## src/rtl/gb_pkg.sv

```systemverilog
package gb_pkg;
  localparam int unsigned NUM_LEGS  = 2;
  localparam int unsigned NUM_SW    = 2 * NUM_LEGS;
  localparam int unsigned NUM_FLAGS = 3;

  typedef enum logic [1:0] {
    FLAG_HPF_HI = 2'd0,
    FLAG_HPF_LO = 2'd1,
    FLAG_OC     = 2'd2
  } flag_idx_e;
endpackage

```

## src/rtl/gb_sync.sv

```systemverilog
module gb_sync #(
  parameter int unsigned STAGES = 2
) (
  input  logic clk_i,
  input  logic rst_ni,
  input  logic d_i,
  output logic q_o
);
  logic [STAGES-1:0] sh_q;

  always_ff @(posedge clk_i or negedge rst_ni) begin
    if (!rst_ni) sh_q <= '0;
    else         sh_q <= {sh_q[STAGES-2:0], d_i};
  end

  assign q_o = sh_q[STAGES-1];
endmodule

```

## src/rtl/gb_leg_guard.sv

```systemverilog
module gb_leg_guard (
  input  logic       kill_i,
  input  logic [1:0] req_i,
  output logic [1:0] gate_o
);
  logic conflict;

  assign conflict = req_i[0] & req_i[1];

  always_comb begin
    if (kill_i || conflict) gate_o = 2'b00;
    else                    gate_o = req_i;
  end
endmodule

```

## src/rtl/gb_hold_ctrl.sv

```systemverilog
module gb_hold_ctrl #(
  parameter int unsigned HOLD_W = 16,
  parameter int unsigned CNT_W  = 16
) (
  input  logic              clk_i,
  input  logic              rst_ni,
  input  logic              trig_s_i,
  input  logic              tick_i,
  input  logic [HOLD_W-1:0] hold_cyc_i,
  output logic              blk_o,
  output logic [CNT_W-1:0]  cnt_o
);
  localparam logic [CNT_W-1:0] CNT_MAX = {CNT_W{1'b1}};

  logic              blk_q;
  logic [HOLD_W-1:0] hold_q;
  logic [CNT_W-1:0]  cnt_q;
  logic              hold_done;

  assign hold_done = (hold_q == '0);

  always_ff @(posedge clk_i or negedge rst_ni) begin
    if (!rst_ni) begin
      blk_q  <= 1'b1;
      hold_q <= '0;
      cnt_q  <= '0;
    end else if (trig_s_i) begin
      blk_q  <= 1'b1;
      hold_q <= hold_cyc_i;
      if (!blk_q && cnt_q != CNT_MAX) cnt_q <= cnt_q + 1'b1;
    end else begin
      if (!hold_done) hold_q <= hold_q - 1'b1;
      // release only on a carrier boundary once hold has elapsed
      if (blk_q && hold_done && tick_i) blk_q <= 1'b0;
    end
  end

  assign blk_o = blk_q;
  assign cnt_o = cnt_q;
endmodule

```

## src/rtl/fast_gate_block.sv

```systemverilog
module fast_gate_block
  import gb_pkg::*;
#(
  parameter int unsigned SYNC_STAGES = 2,
  parameter int unsigned HOLD_W      = 16,
  parameter int unsigned CNT_W       = 16
) (
  input  logic              clk_i,
  input  logic              rst_ni,
  input  logic              carrier_tick_i,
  input  logic [HOLD_W-1:0] hold_cyc_i,
  input  logic              hpf_hi_i,
  input  logic              hpf_lo_i,
  input  logic              oc_i,
  input  logic [3:0]        pwm_req_i,
  output logic [3:0]        gate_o,
  output logic              blocked_o,
  output logic [CNT_W-1:0]  blk_cnt_o
);
  logic [NUM_FLAGS-1:0] flags_raw;
  logic [NUM_FLAGS-1:0] flags_s;
  logic                 trig_raw;
  logic                 trig_s;
  logic                 blk_q;
  logic                 kill;

  assign flags_raw[FLAG_HPF_HI] = hpf_hi_i;
  assign flags_raw[FLAG_HPF_LO] = hpf_lo_i;
  assign flags_raw[FLAG_OC]     = oc_i;

  for (genvar f = 0; f < NUM_FLAGS; f++) begin : g_sync
    gb_sync #(.STAGES(SYNC_STAGES)) u_sync (
      .clk_i  (clk_i),
      .rst_ni (rst_ni),
      .d_i    (flags_raw[f]),
      .q_o    (flags_s[f])
    );
  end

  assign trig_raw = |flags_raw;
  assign trig_s   = |flags_s;

  gb_hold_ctrl #(.HOLD_W(HOLD_W), .CNT_W(CNT_W)) u_hold (
    .clk_i      (clk_i),
    .rst_ni     (rst_ni),
    .trig_s_i   (trig_s),
    .tick_i     (carrier_tick_i),
    .hold_cyc_i (hold_cyc_i),
    .blk_o      (blk_q),
    .cnt_o      (blk_cnt_o)
  );

  // asynchronous kill path: raw flags bypass the synchronisers
  assign kill = trig_raw | blk_q;

  for (genvar l = 0; l < NUM_LEGS; l++) begin : g_leg
    gb_leg_guard u_guard (
      .kill_i (kill),
      .req_i  (pwm_req_i[2*l+1:2*l]),
      .gate_o (gate_o[2*l+1:2*l])
    );
  end

  assign blocked_o = kill;
endmodule

```

## config.mk

```make
export PLATFORM = sky130hd
export DESIGN_NAME = fast_gate_block
export DESIGN_NICKNAME = d
export VERILOG_FILES = /design/src/rtl/gb_pkg.sv /design/src/rtl/gb_sync.sv /design/src/rtl/gb_leg_guard.sv /design/src/rtl/gb_hold_ctrl.sv /design/src/rtl/fast_gate_block.sv
export SDC_FILE = /design/constraint.sdc
export NUM_CORES = 1
export LEC_CHECK = 0
export BUFFER_PORTS_ARGS = -buffer_cell sky130_fd_sc_hd__buf_2
export CORE_MARGIN = 5
export CORE_UTILIZATION = 55
export CTS_CLUSTER_SIZE = 30
export DETAILED_ROUTE_END_ITERATION = 12
export PLACE_DENSITY = 0.77
export SLEW_MARGIN = 20
export SYNTH_ARGS = -nofsm -noshare
export SYNTH_HDL_FRONTEND = slang
export SYNTH_SLANG_ARGS = --single-unit
export TNS_END_PERCENT = 1
```

## constraint.sdc

```tcl
create_clock -name clk_i -period 5.75 [get_ports clk_i]
set_clock_uncertainty 0.15 [all_clocks]
set_input_delay 0.2875 -clock clk_i [delete_from_list [all_inputs] [get_ports clk_i]]
set_output_delay 0.2875 -clock clk_i [all_outputs]
set_load 0.05 [all_outputs]
```

==> summary.md <==
| Metric | Value |
|---|---|
| Status | `finished, final reports clean` |
| Min Hold Slack | `a little under 50 ps` |
| Static Leak | `1.133 nW` |
| Worst r2r src | `u_hold.hold_q[4]` |
| Syn_nets | `235` |
| CP most frequent cell | `buf_2` |
| Layout cells sized above 1 | `23.94%` |
| Ys async rst share | `100.0%` |
| Crit path time final | `2502 ps` |
| Mean Syn Cell Area | `between 9 and 10 µm²` |
| Die Span X | `between 70 and 80 µm` |
| Post-synth top area cell | `dfrtp_1` |
| Slew at the pin closest to its max-slew limit | `858.6 ps` |
| H-tree Lvls | `2` |
| Dpl hpwl | `3.121 mm` |
| Post-Syn Area | `about 2000 µm²` |
| Vias in the first global route | `roughly 1,600` |
| Cts bufs inserted | `5` |
| Total Wirelength | `roughly 4.5 mm` |
| Critical Path Start Type | `input port` |
| Synth top area cells | `dfrtp_1, xnor2_1, nand3_1` |
| Number of diodes | `0` |
| Clk_lat worst skew | `290 ps` |
| Fin. Hold Viols | `0` |
| Slowest stage cell, crit path | `or4_1` |
| Detail Route Antenna Nets | `0` |
| Initial antenna violation count | `0` |
| Critical path type | `in2out` |
| Max Slew Vio Count | `0` |
| Critical path, cell by cell | `dlygate4sd3_1 -> buf_2 -> or4_1 -> nor3b_1 -> buf_2` |
| Worst setup EP type | `output pin` |
| Yosys reg bits | `39` |
| DR iter-0 viols | `between 100 and 150` |
| CP max FO | `5` |
| Final period util | `43.52%` |
| Post-CTS Setup Bufs | `0` |
| Fmax | `0.3996 GHz` |
| Final net count | `~290` |
| Grt ovf | `0` |
| Rows | `22` |
| Post-synth EDFFs | `0` |
| Clk sink count | `39` |
| Critical path startpoint | `hpf_lo_i` |
| Top FF cell, synth | `dfrtp_1` |
| DRT Pass-1 Iters | `4` |
| Initial Utilization | `56.34%` |
| Setup-failing EPs final | `0` |
| I/O pin cnt | `between 40 and 50` |
| VDD IR max | `around 0.19 mV` |
| PD cells | `246.8 nW/µm²` |
| Yosys cell types | `49` |
| Sequential element share of the synthesized area | `47.74%` |
| CTS root buf | `clkbuf_8` |
| Synth warn | `0` |
| Critical path arrival | `2060 ps` |
| IO Port Bufs | `46` |
| RSZ-0062 raised after global routing | `false` |
| Post-synth top cells | `dfrtp_1, nor2_1, nand3_1, nand2_1, nand4_1` |
| Min-delay src | `hold_cyc_i[4]` |
| Hold Crit Class | `in2reg` |
| Yosys top cell area share | `46.45%` |
| Die height | `71.01 µm` |
| Setup TNS | `0 ps` |
| Vias post-DR | `around 1,700` |
| Wirelength per Cell | `14.54 µm` |
| Global-route wire length before repair | `7.355 mm` |
| Tot GR Track Use | `between 10% and 20%` |
| Core area | `3633 µm²` |
| TritonCTS clock tree | `done` |
| DRC violations left | `0` |
| Most instantiated library cell after synthesis | `dfrtp_1` |
| Synthesis-to-finish area growth | `22.01%` |
| Critical Path RT | `5310 ps` |
| Vias per cell | `around 5.7` |
| Largest net degree at the start of global routing | `40` |
| Syn Inst Count | `between 200 and 250` |
| Clk buf depth | `2` |
| Max incr delay on CP | `610 ps` |
| Max_cap viols | `0` |
| RePlAce Congestion | `0.7973` |
| Slew HR | `42.76%` |
| Full die area | `slightly above 5000 µm²` |
| CTS clk-pin slew, worst paths | `80 ps` |
[metrics by stage]
| stage | std cells | power [mW] | util [%] | worst slack, ps | instance area (µm²) |
|---|---|---|---|---|---|
| 3_5_place_dp | 294 | 0.3508 | 63.71 | 3600 | 2315 |
| 5_1_grt | 307 | 0.6408 | 68.73 | 3184 | 2497 |
| 6_report | 307 | 0.6164 | 68.73 | 3248 | 2497 |
| 4_1_cts | 307 | 0.6205 | 68.73 | 3266 | 2497 |
| 2_1_floorplan | 207 | 0.3285 | - | 2914 | 2047 |
| 3_3_place_gp | 294 | 0.3495 | 63.71 | 3620 | 2315 |
[cell usage in the layout (no fill, tap or decap), types with 6 or more instances in the layout]
cell     instances
buf_2           46
dfrtp_1         38
nor2_1          18
nand3_1         15
nand2_1         13
nand4_1         11
xnor2_1          9
nor3b_1          8
xor2_1           8
nor4_1           6
and3_1           6
a21oi_1          6
nor3_1           6
[final timing paths]
check / endpoint / slack, ps / depth (start not counted)
min in group asynchronous: u_hold.hold_q[1] / 490 / 2
setup / recovery: gate_o[2] / 3250 / 5
hold / removal: u_hold.hold_q[4] / 50 / 3
hold reg to reg: g_sync[0].u_sync.sh_q[1] / 200 / 0
max in group asynchronous: u_hold.hold_q[14] / 4420 / 2
setup reg to reg: u_hold.hold_q[5] / 3570 / 4
[kinds of logic (layout without fill, tap and decap cells)]
group | Yosys count | count (layout) | synth area share [%]
AOI/OAI and AO/OA | 25 | 25 | 8.680
buffers and inverters | 10 | 62 | 2.078
xor gates and xnor gates | 17 | 17 | 7.274
adders and majority gates | 2 | 2 | 1.222
and+or+nand+nor | 112 | 112 | 31.97
DFF | 39 | 39 | 47.74
muxes | 2 | 2 | 1.039
[layer usage]
layer | vias to the layer above | GRT usage [%] | share of wire, %
met5 | - | 0 | 0
met4 | 0 | 5.219 | 0.96
met3 | 4 | 5.256 | 6.0
met2 | 48 | 26.16 | 45
met1 | 823 | 26.35 | 48
li1 | 873 | - | -
[flip-flops by register name (all words and copies together) (netlist names)]
register / count
u_hold.hold_q: 16
u_hold.cnt_o: 16
u_hold.blk_o: 1
g_sync.u_sync.sh_q: 6
[power breakdown]
| group | switching, mW | internal, mW |
|---|---|---|
| sequential | 0.0133 | 0.285 |
| clock | 0.0952 | 0.173 |
| combinational | 0.0256 | 0.0238 |
| total | 0.134 | 0.482 |
[final cells by class]
class,instances,area [µm²]
clock buffer,6,72.57
fill,311,1136
inverter,2,7.507
timing repair buffer,52,287.8
sequential,39,977.2
clock inverter,2,60.06
multi-input combinational,158,1032
tap,48,60.06
[critical path: cells and delay by family]
kind,cells,cell delay [ps]
simple gates,2,830
buf+inv,3,940
[repair_timing]
action / CTS / global route
gates resized for setup: 0 / 0
hold buffers: 5 / 0
endpoints found under the hold margin: 42 / 0
(Power assumes the default switching activity.)
